$ cat src/rtl/tbm_pkg.sv
package tbm_pkg;

   typedef enum logic [1:0] {
      ST_IDLE = 2'd0,
      ST_WALK = 2'd1,
      ST_DONE = 2'd2
   } walk_state_e;

   // first prefix-map bit used by prefixes of a given length
   function automatic int unsigned len_base(input int unsigned len);
      return (32'd1 << len) - 32'd1;
   endfunction

endpackage

$ cat src/rtl/tbm_store.sv
module tbm_store #(
   parameter int W  = 8,
   parameter int AW = 6
) (
   input  logic          clk,
   input  logic          we,
   input  logic [AW-1:0] waddr,
   input  logic [W-1:0]  wdata,
   input  logic          re,
   input  logic [AW-1:0] raddr,
   output logic [W-1:0]  rdata
);
   localparam int DEPTH = 1 << AW;

   if (W < 1) begin : g_bad_w
      $error("tbm_store: W must be positive");
   end
   if (AW < 1 || AW > 12) begin : g_bad_aw
      $error("tbm_store: AW out of range");
   end

   logic [W-1:0] mem [DEPTH];

   always_ff @(posedge clk) begin
      if (we) begin
         mem[waddr] <= wdata;
      end
   end

   always_ff @(posedge clk) begin
      if (re) begin
         rdata <= mem[raddr];
      end
   end

endmodule

$ cat src/rtl/tbm_node_eval.sv
module tbm_node_eval import tbm_pkg::*; #(
   parameter int S       = 4,
   parameter int NODE_AW = 6,
   parameter int RES_AW  = 6
) (
   input  logic [(1<<S)-2:0]  pfx_map,
   input  logic [(1<<S)-1:0]  br_map,
   input  logic [S-1:0]       chunk,
   input  logic [RES_AW-1:0]  res_base,
   input  logic [NODE_AW-1:0] child_base,
   output logic               hit,
   output logic [RES_AW-1:0]  res_idx,
   output logic               descend,
   output logic [NODE_AW-1:0] child_idx
);
   localparam int IW = (1 << S) - 1;
   localparam int EW = 1 << S;

   logic [S-1:0] cand_pos [S];
   logic [S-1:0] cand_hit;
   logic [S-1:0] win_pos;
   logic [IW:0]  pfx_below;
   logic [EW:0]  br_below;

   // one candidate per prefix length
   for (genvar l = 0; l < S; l++) begin : g_len
      if (l == 0) begin : g_root
         assign cand_pos[l] = '0;
      end else begin : g_deep
         assign cand_pos[l] = S'(len_base(l)) + {{(S-l){1'b0}}, chunk[S-1 -: l]};
      end
      assign cand_hit[l] = pfx_map[cand_pos[l]];
   end

   // later (longer) lengths override shorter ones
   always_comb begin
      hit     = 1'b0;
      win_pos = '0;
      for (int l = 0; l < S; l++) begin
         if (cand_hit[l]) begin
            hit     = 1'b1;
            win_pos = cand_pos[l];
         end
      end
   end

   assign pfx_below = ((IW+1)'(1) << win_pos) - (IW+1)'(1);
   assign br_below  = ((EW+1)'(1) << chunk) - (EW+1)'(1);

   assign res_idx   = res_base + RES_AW'($countones(pfx_map & pfx_below[IW-1:0]));
   assign descend   = br_map[chunk];
   assign child_idx = child_base + NODE_AW'($countones(br_map & br_below[EW-1:0]));

endmodule

$ cat src/rtl/tbm_lookup.sv
module tbm_lookup import tbm_pkg::*; #(
   parameter int              ADDR_W     = 32,
   parameter int              STRIDE     = 4,
   parameter int              NODE_AW    = 6,
   parameter int              RES_AW     = 6,
   parameter int              NH_W       = 8,
   parameter logic [NH_W-1:0] DEFAULT_NH = '0
) (
   input  logic                                         clk,
   input  logic                                         rst_n,
   input  logic                                         node_we,
   input  logic [NODE_AW-1:0]                           node_waddr,
   input  logic [(2<<STRIDE)+NODE_AW+RES_AW-2:0]        node_wdata,
   input  logic                                         res_we,
   input  logic [RES_AW-1:0]                            res_waddr,
   input  logic [NH_W-1:0]                              res_wdata,
   input  logic                                         req_valid,
   output logic                                         req_ready,
   input  logic [ADDR_W-1:0]                            req_addr,
   output logic                                         rsp_valid,
   input  logic                                         rsp_ready,
   output logic [NH_W-1:0]                              rsp_nh,
   output logic                                         rsp_miss
);
   localparam int IW     = (1 << STRIDE) - 1;
   localparam int EW     = 1 << STRIDE;
   localparam int NODE_W = IW + EW + NODE_AW + RES_AW;
   localparam int LEVELS = ADDR_W / STRIDE;
   localparam int LVL_W  = (LEVELS > 1) ? $clog2(LEVELS) : 1;
   localparam int F_CB   = RES_AW;
   localparam int F_BR   = RES_AW + NODE_AW;
   localparam int F_PFX  = RES_AW + NODE_AW + EW;

   if (STRIDE < 1 || STRIDE > 8) begin : g_bad_stride
      $error("tbm_lookup: STRIDE must be 1..8");
   end
   if (ADDR_W % STRIDE != 0) begin : g_bad_split
      $error("tbm_lookup: ADDR_W must be a multiple of STRIDE");
   end
   if (NH_W < 1) begin : g_bad_nh
      $error("tbm_lookup: NH_W must be positive");
   end

   walk_state_e         state;
   logic [LVL_W-1:0]    level;
   logic [ADDR_W-1:0]   addr_q;
   logic                best_hit;
   logic [RES_AW-1:0]   best_idx;
   logic                miss_q;

   logic [NODE_W-1:0]   node_q;
   logic [NH_W-1:0]     res_q;

   logic                ev_hit;
   logic [RES_AW-1:0]   ev_res_idx;
   logic                ev_descend;
   logic [NODE_AW-1:0]  ev_child;

   logic                accept;
   logic                last_lvl;
   logic                go_deeper;
   logic                walk_end;
   logic                node_re;
   logic [NODE_AW-1:0]  node_raddr;
   logic                res_re;
   logic [RES_AW-1:0]   res_raddr;

   tbm_store #(.W(NODE_W), .AW(NODE_AW)) u_nodes (
      .clk   (clk),
      .we    (node_we),
      .waddr (node_waddr),
      .wdata (node_wdata),
      .re    (node_re),
      .raddr (node_raddr),
      .rdata (node_q)
   );

   tbm_store #(.W(NH_W), .AW(RES_AW)) u_results (
      .clk   (clk),
      .we    (res_we),
      .waddr (res_waddr),
      .wdata (res_wdata),
      .re    (res_re),
      .raddr (res_raddr),
      .rdata (res_q)
   );

   tbm_node_eval #(.S(STRIDE), .NODE_AW(NODE_AW), .RES_AW(RES_AW)) u_eval (
      .pfx_map    (node_q[F_PFX +: IW]),
      .br_map     (node_q[F_BR +: EW]),
      .chunk      (addr_q[ADDR_W-1 -: STRIDE]),
      .res_base   (node_q[RES_AW-1:0]),
      .child_base (node_q[F_CB +: NODE_AW]),
      .hit        (ev_hit),
      .res_idx    (ev_res_idx),
      .descend    (ev_descend),
      .child_idx  (ev_child)
   );

   assign accept     = (state == ST_IDLE) && req_valid;
   assign last_lvl   = (level == LVL_W'(LEVELS - 1));
   assign go_deeper  = (state == ST_WALK) && ev_descend && !last_lvl;
   assign walk_end   = (state == ST_WALK) && !go_deeper;

   assign node_re    = accept || go_deeper;
   assign node_raddr = (state == ST_WALK) ? ev_child : '0;
   assign res_re     = walk_end;
   assign res_raddr  = ev_hit ? ev_res_idx : best_idx;

   always_ff @(posedge clk or negedge rst_n) begin
      if (!rst_n) begin
         state    <= ST_IDLE;
         level    <= '0;
         addr_q   <= '0;
         best_hit <= 1'b0;
         best_idx <= '0;
         miss_q   <= 1'b1;
      end else begin
         case (state)
            ST_IDLE: begin
               if (req_valid) begin
                  state    <= ST_WALK;
                  level    <= '0;
                  addr_q   <= req_addr;
                  best_hit <= 1'b0;
               end
            end
            ST_WALK: begin
               if (ev_hit) begin
                  best_hit <= 1'b1;
                  best_idx <= ev_res_idx;
               end
               if (go_deeper) begin
                  level  <= level + LVL_W'(1);
                  addr_q <= addr_q << STRIDE;
               end else begin
                  state  <= ST_DONE;
                  miss_q <= !(best_hit || ev_hit);
               end
            end
            ST_DONE: begin
               if (rsp_ready) begin
                  state <= ST_IDLE;
               end
            end
            default: state <= ST_IDLE;
         endcase
      end
   end

   assign req_ready = (state == ST_IDLE);
   assign rsp_valid = (state == ST_DONE);
   assign rsp_miss  = miss_q;
   assign rsp_nh    = miss_q ? DEFAULT_NH : res_q;

   AST_BUSY_AFTER_ACCEPT: assert property (@(posedge clk) disable iff (!rst_n)
      (req_valid && req_ready) |=> !req_ready);
   AST_NO_OVERLAP: assert property (@(posedge clk) disable iff (!rst_n)
      !(req_ready && rsp_valid));
   AST_SINGLE_RESULT_READ: assert property (@(posedge clk) disable iff (!rst_n)
      rsp_valid |-> !res_re);
   AST_MISS_DEFAULT: assert property (@(posedge clk) disable iff (!rst_n)
      (rsp_valid && rsp_miss) |-> (rsp_nh == DEFAULT_NH));
   AST_RSP_HOLD: assert property (@(posedge clk) disable iff (!rst_n)
      (rsp_valid && !rsp_ready) |=> (rsp_valid && $stable(rsp_nh) && $stable(rsp_miss)));
   AST_DEPTH_LIMIT: assert property (@(posedge clk) disable iff (!rst_n)
      (state == ST_WALK && last_lvl) |=> (state == ST_DONE));

endmodule

$ cat config.mk
export PLATFORM = sky130hd
export DESIGN_NAME = tbm_lookup
export DESIGN_NICKNAME = d
export VERILOG_FILES = /design/src/rtl/tbm_pkg.sv /design/src/rtl/tbm_store.sv /design/src/rtl/tbm_node_eval.sv /design/src/rtl/tbm_lookup.sv
export SDC_FILE = /design/constraint.sdc
export NUM_CORES = 2
export LEC_CHECK = 0
export ABC_AREA = 1
export BUFFER_PORTS_ARGS = -buffer_cell sky130_fd_sc_hd__buf_2
export CAP_MARGIN = 20
export CORE_UTILIZATION = 45
export CTS_CLUSTER_SIZE = 24
export DETAILED_ROUTE_END_ITERATION = 6
export PLACE_DENSITY_LB_ADDON = 0.1
export SLEW_MARGIN = 40
export SYNTH_ARGS = -nofsm -noshare
export SYNTH_HDL_FRONTEND = slang
export SYNTH_HIERARCHICAL = 1
export SYNTH_SLANG_ARGS = --single-unit
$ cat constraint.sdc
create_clock -name clk -period 16.05 [get_ports clk]
set_input_delay 2.4075 -clock clk [delete_from_list [all_inputs] [get_ports clk]]
set_output_delay 2.4075 -clock clk [all_outputs]
set_load 0.01 [all_outputs]
## Yosys cells after proc, flatten, opt, wreduce, memory -nomap -nowiden

Memory sizes are Yosys's and may differ from the RTL's. A register that Yosys moved wholly into a read port is not among the register bits.
Index checks and enable logic that the tools add are counted.

- Bits in writable memories: 3264
- Output and inout port bits: 11
- Memories: 2
- Input bits: 101
- Flip-flop bits (word level): 45
- Word-level logic and storage cells: 112

Memory list:

| name | words | bits a word | rd ports | clocked after Yosys merged registers in | wr ports | RTL line | text |
|---|---|---|---|---|---|---|---|
| u_nodes.mem | 64 | 43 | 1 | 1 | 1 | tbm_store.sv:22 | `logic [W-1:0] mem [DEPTH];` |
| u_results.mem | 64 | 8 | 1 | 1 | 1 | tbm_store.sv:22 |  |

- Shift operators: 2
- Equality and inequality tests: 8
- Muxes and demuxes: 35
- Bitwise operators: 3
- $add $sub $neg: 37
- Reductions and logical operators: 15
- Order comparisons: 4

Operators by type and width:

| kind | number |
|---|---|
| adder 6 bit | 15 |
| 2-to-1 mux 32 bit | 2 |
| case mux 32 bit (2 select lines) | 1 |
| adder 1 x 1 -> 2 bit | 15 |
| less-than comparator 4 x 5 -> 1 bit (second input constant) | 4 |
| AND 16 bit | 1 |
| binary-select mux 1 bit (select 4 bit) | 4 |
| left shift 1 x 4 -> 16 bit (first input constant) | 1 |
| subtractor 16 x 2 -> 16 bit (second input constant) | 1 |
| AND 15 bit | 1 |
| left shift 1 x 4 -> 15 bit (first input constant) | 1 |
| subtractor 15 x 2 -> 15 bit (second input constant) | 1 |
| 2-to-1 mux 1 bit | 14 |
| 2-to-1 mux 4 bit | 3 |
| 2-to-1 mux 6 bit | 2 |
| AND reduction 3 bit | 3 |
| 2-to-1 mux 8 bit | 1 |
| != test 2 bit (second input constant) | 4 |
| adder 6 x 1 -> 6 bit | 1 |
| 2-to-1 mux 2 bit | 3 |
| 2-to-1 mux 3 bit | 2 |
| case mux 2 bit (3 select lines) | 1 |
| case mux 3 bit (2 select lines) | 1 |
| adder 3 x 3 -> 4 bit (first input constant) | 1 |
| other kinds (15) | 21 |

## Longest topological paths before layout

- Depth in word-level cells: 15
- Depth in mapped cells: 41
- Mapped depth without buffers: 38

## Hierarchy

The synthesis kept the hierarchy.

By module, submodules not included:

| module | sequential area each (um2) | area each (um2) | instances | cells an instance |
|---|---|---|---|---|
| tbm_store at u_nodes | 83930.5 | 111633.3 | 1 | 9074 |
| tbm_store at u_results | 15615.0 | 21419.3 | 1 | 1805 |
| tbm_lookup | 1127.3 | 2457.4 | 1 | 345 |
| tbm_node_eval | 0.0 | 2198.4 | 1 | 329 |

## Worst setup path before layout

Ideal clock, no wire load.

- Path type: input -> register
- Start: input node_we
- End: memory u_nodes/mem[48][0] (netlist bit) (enable)
- Library setup time: 552 ps
- Buffers on the path: 1
- Arrival: 7069 ps
- Data required time: 15498 ps
- Path slack: 8429 ps
- Cell stages on the path: 3
- Cells stage by stage: clkbuf_1 -> nand4_1 -> nor4_1

- Cells in the longest elaborated chain, start to end: 2

RTL lines:

| item | RTL line | text |
|---|---|---|
| start: declaration | tbm_lookup.sv:11 | `input logic node_we,` |
| 2-to-1 mux 1 bit | tbm_store.sv:25 | `if (we) begin` |
| 2-to-1 mux 1 bit (not written as such) | tbm_store.sv:26 | `mem[waddr] <= wdata;` |
| end: declaration | tbm_store.sv:22 |  |

No other way between the ends.

## Worst setup path in the final report

- Start: register addr_q[29]
- End: register u_results.rdata[5], read port of u_results.mem (data pin)

- Cells in the longest elaborated chain, start to end: 13
- Elaborated cells on any way between the ends: 30
- Classes of those cells: add/sub (17); shift (1); mux (7); bitwise (1); reduce/logical (4)

RTL lines:

| item | RTL line | text |
|---|---|---|
| start: declaration | tbm_lookup.sv:46 | `logic [ADDR_W-1:0] addr_q;` |
| start signal: assignment | tbm_lookup.sv:124 | `addr_q <= req_addr;` |
| start signal: assignment | tbm_lookup.sv:135 | `addr_q <= addr_q << STRIDE;` |
| adder 3 x 3 -> 4 bit * | tbm_node_eval.sv:30 | `assign cand_pos[l] = S'(len_base(l)) + {{(S-l){1'b0}}, chunk[S-1 -: l]};` |
| binary-select mux 1 bit (select 4 bit) | tbm_node_eval.sv:32 | `assign cand_hit[l] = pfx_map[cand_pos[l]];` |
| 2-to-1 mux 1 bit (not written as such) | tbm_node_eval.sv:32 |  |
| 2-to-1 mux 4 bit * | tbm_node_eval.sv:40 | `if (cand_hit[l]) begin` |
| left shift 1 x 4 -> 15 bit * | tbm_node_eval.sv:47 | `assign pfx_below = ((IW+1)'(1) << win_pos) - (IW+1)'(1);` |
| subtractor 15 x 2 -> 15 bit * | tbm_node_eval.sv:47 |  |
| AND 15 bit * | tbm_node_eval.sv:50 | `assign res_idx = res_base + RES_AW'($countones(pfx_map & pfx_below[IW-1:0]));` |
| adder 1 x 1 -> 2 bit | tbm_node_eval.sv:50 |  |
| adder 6 bit or adder 6 x 1 -> 6 bit (tied branches) | tbm_node_eval.sv:50 |  |
| adder 6 bit | tbm_node_eval.sv:50 |  |
| adder 6 bit * (2 in a row) | tbm_node_eval.sv:50 |  |
| via ev_res_idx[2] | tbm_lookup.sv:55 | `logic [RES_AW-1:0] ev_res_idx;` |
| 2-to-1 mux 6 bit * | n/a |  |
| via res_raddr[2] | tbm_lookup.sv:66 | `logic [RES_AW-1:0] res_raddr;` |
| end: declaration | tbm_store.sv:11 | `output logic [W-1:0] rdata` |

Mark *: on every way through the listed nets, which the timed path passes. The rest lies on a longest branch. The select of a mux whose other input is x is not followed.
A chain may end at the register's enable or synchronous reset.

==> impl_metrics.csv <==
group,metric,value,unit
global_routing,antenna_found_initial,37,
final_layout,register_area,0.101,mm2
route,avgRoutedWirePerCell,27.1,um
cts,cts_buffers,361,
floorplan,core,0.304,mm2
min_path,worstHoldStart,"best_idx[2]$_DFFE_PN0N_",
floorplan,dieArea,0.308,mm2
sta,grt_setup_unrepaired,"no",
floorplan,std_cell_rows,202,
route,drc,0,
sta,finalSetupViolCount,0,
synth,syn-instance-count,11553,
synth,synth-seq-cells,3360,
sta,clock_skew,0.0569,ns
synth,synth_top_area_share,0.723,
synth,syn_nets,11706,
final_layout,design_area,0.154,mm2
floorplan,io_pins,112,
cts,cts_sinks,3360,
sta,maxSlewHeadroom,0.399,
synth,ys_top_cells_by_area,"edfxtp_1, nand3_1, nand2_1",
route,detailedRoute.firstIterationViolations,11117,
setup_path,start_kind,"register",
floorplan,die_h,555,um
cts,post-cts-setup-buffers,0,
sta,max_freq,104,MHz
final_layout,nets,11697,
sta,finalHoldViolations,0,
floorplan,dieWidth,555,um
place,placed_cell_area,0.142,mm2
run,cap_viol_max_count,0,
setup_path,crit_path_frequent_cell,"fa_1",
synth,yosysWarnings,6,
cts,cts_root_buf,"clkbuf_16",
setup_path,required,16.71,ns
route,ant_nets,0,
setup_path,path_max_fanout,64,
synth,yosysUniqueCellTypes,48,
setup_path,path_delay_family,"adder cells",
min_path,hold_path.class,"reg2reg",
final_layout,multi_input_area,0.0330,mm2
setup_path,crit_buf_inv,9,
setup_path,endpoint_kind,"register",
route,dr.pass1.iters,6,
sta,period_share,0.598,
synth,ys.flop_type,"edfxtp_1",
outcome,status,"finished clean",
cts,cts_tree,"built",
sta,period_needed,9.60,ns
cts,clk_pin_slew,0.06,ns
setup_path,critPathKind,"reg2reg",
route,viasPerCell,5.77,
global_routing,grt_start_max_net_pins,196,
final_layout,n_fill_cell,26441,
setup_path,r2r_start,"addr_q[29]$_DFFE_PN0P_",
cts,clk_latency,0.94,ns
synth,synth_top_area_cell,"edfxtp_1",
global_routing,first_global_vias,86751,
sta,tightest_slew,0.899,ns
synth,async_reset_ff_frac,0.0134,
sta,finalMaxSlewViolations,0,
setup_path,critical-path-max-stage-delay,0.77,ns
cts,hold_buffers,0,
synth,avgSynthCellArea,11.9,um2
global_routing,grt_pass1_wl,619000,um
place,gp_congestion,0.876,
route,vias,91998,
global_routing,track_usage,0.275,
setup_path,arrival,10.27,ns
synth,synth_area,0.138,mm2
final_layout,layout-drive-gt1-share,0.0841,
synth,synth_edf_count,3315,
sta,fin_tns_setup,0,ns
place,hpwl,219000,um
cts,h-tree-depth,5,
floorplan,initial_core_util,0.454,
place,portBuffers,111,
cts,cts_resized,0,
setup_path,setup.worst_path.start,"addr_q[29]$_DFFE_PN0P_",
setup_path,slowest_stage,"dfrtp_1",
global_routing,grt.overflow.total,0,
final_layout,area_delta_synth_final,12.0,%
route,drt_wl_total,431000,um
cts,clockBufferDepth,4,
synth,ys_seq_area_frac,0.731,
## tightest hold or removal path: stages (launching register included)
cell and delay [ns]:
dfrtp_1 0.35, nand2_1 0.05, o21ai_0 0.06
## sequential cells by signal, indices dropped and copies added, names as in the netlist, 2 cells and up
signal,cells
addr_q,32
best_idx,6
level,3
state,2
u_nodes/mem,2752
u_nodes/rdata,43
u_results/mem,512
u_results/rdata,8
## metrics by stage
step                      cells  hold WS [ns]  setup WS (ns)   util
final                     15931         0.489           6.45  0.508
after global routing      15921         0.514           6.08  0.508
after CTS                 15905         0.489           6.37  0.507
after detailed placement  15249         0.473           6.41  0.469
after global placement    15219         0.470           6.06  0.467
after floorplan           11553         0.453           8.43      -
## cell type report
cell class / count / share of cell area
Sequential cell: 3360 / 0.653
Multi-Input combinational cell: 7327 / 0.214
Clock buffer: 457 / 0.0623
Tap cell: 4080 / 0.0331
Timing Repair Buffer: 372 / 0.0224
Clock inverter: 199 / 0.0113
Inverter: 122 / 0.00342
Antenna cell: 14 / 0.000227
## synth_stat cells (3+ instances only)
master / n
buf_6: 79
a21oi_1: 14
inv_4: 3
xor2_1: 6
nand2_1: 3903
inv_1: 109
buf_4: 75
o22ai_1: 3
nor2_1: 151
nand2_2: 4
xnor2_1: 4
fa_1: 23
inv_2: 8
edfxtp_1: 3315
nor2_2: 3
clkbuf_1: 133
buf_1: 81
nand4_1: 26
buf_2: 373
nand2_4: 5
dfrtp_1: 44
o21ai_1: 3
a31oi_1: 3
a22oi_1: 3
nand3_1: 3088
ha_1: 29
nor4_1: 16
o21ai_0: 24
## cell usage in the layout (no fill, tap or decap), types with 11 or more instances in the layout
cell and n:
bufinv_16 23, nor2_1 81, buf_12 22, clkinv_1 78, dfrtp_1 44, nand2_1 3903, clkbuf_1 83, o21ai_0 19
edfxtp_1 3315, nor2_4 64, nor2_2 11, inv_1 106, buf_6 57, buf_2 96, diode_2 14, nand3_1 3082
ha_1 29, buf_4 173, nand4_1 26, fa_1 23, clkinv_2 63, buf_16 19, a21oi_1 14, clkbuf_16 368
## path summary, 6_finish.rpt
kind,endpoint,slack [ns],cells past startpoint
setup reg to reg,u_results/rdata[5]$_DFFE_PP_,6.45,36
min in group asynchronous,addr_q[5]$_DFFE_PN0P_,1.58,2
setup / recovery,u_results/rdata[5]$_DFFE_PP_,6.45,36
hold reg to reg,best_idx[2]$_DFFE_PN0N_,0.49,2
max in group asynchronous,best_idx[0]$_DFFE_PN0N_,13.98,2
hold / removal,best_idx[2]$_DFFE_PN0N_,0.49,2
## cells by family after synthesis
kind of cell | Yosys count | synth area share
xor gates and xnor gates | 12 | 0.000872
AOI/OAI and AO/OA | 54 | 0.00218
and+or+nand+nor | 7208 | 0.226
other | 1 | 0.0000272
adders and majority gates | 52 | 0.00598
DFF | 3360 | 0.731
buffers and inverters | 866 | 0.0336
## per-layer routing
metal,part of all wire,vias up,global-route usage
li1,-,40920,-
met3,0.084,689,0.0390
met2,0.46,4032,0.435
met1,0.42,46341,0.396
met5,0.00028,-,0
met4,0.028,16,0.0789
Power is not shown: default switching activity piles up to over one toggle a cycle in this logic, so the estimate is an artifact.
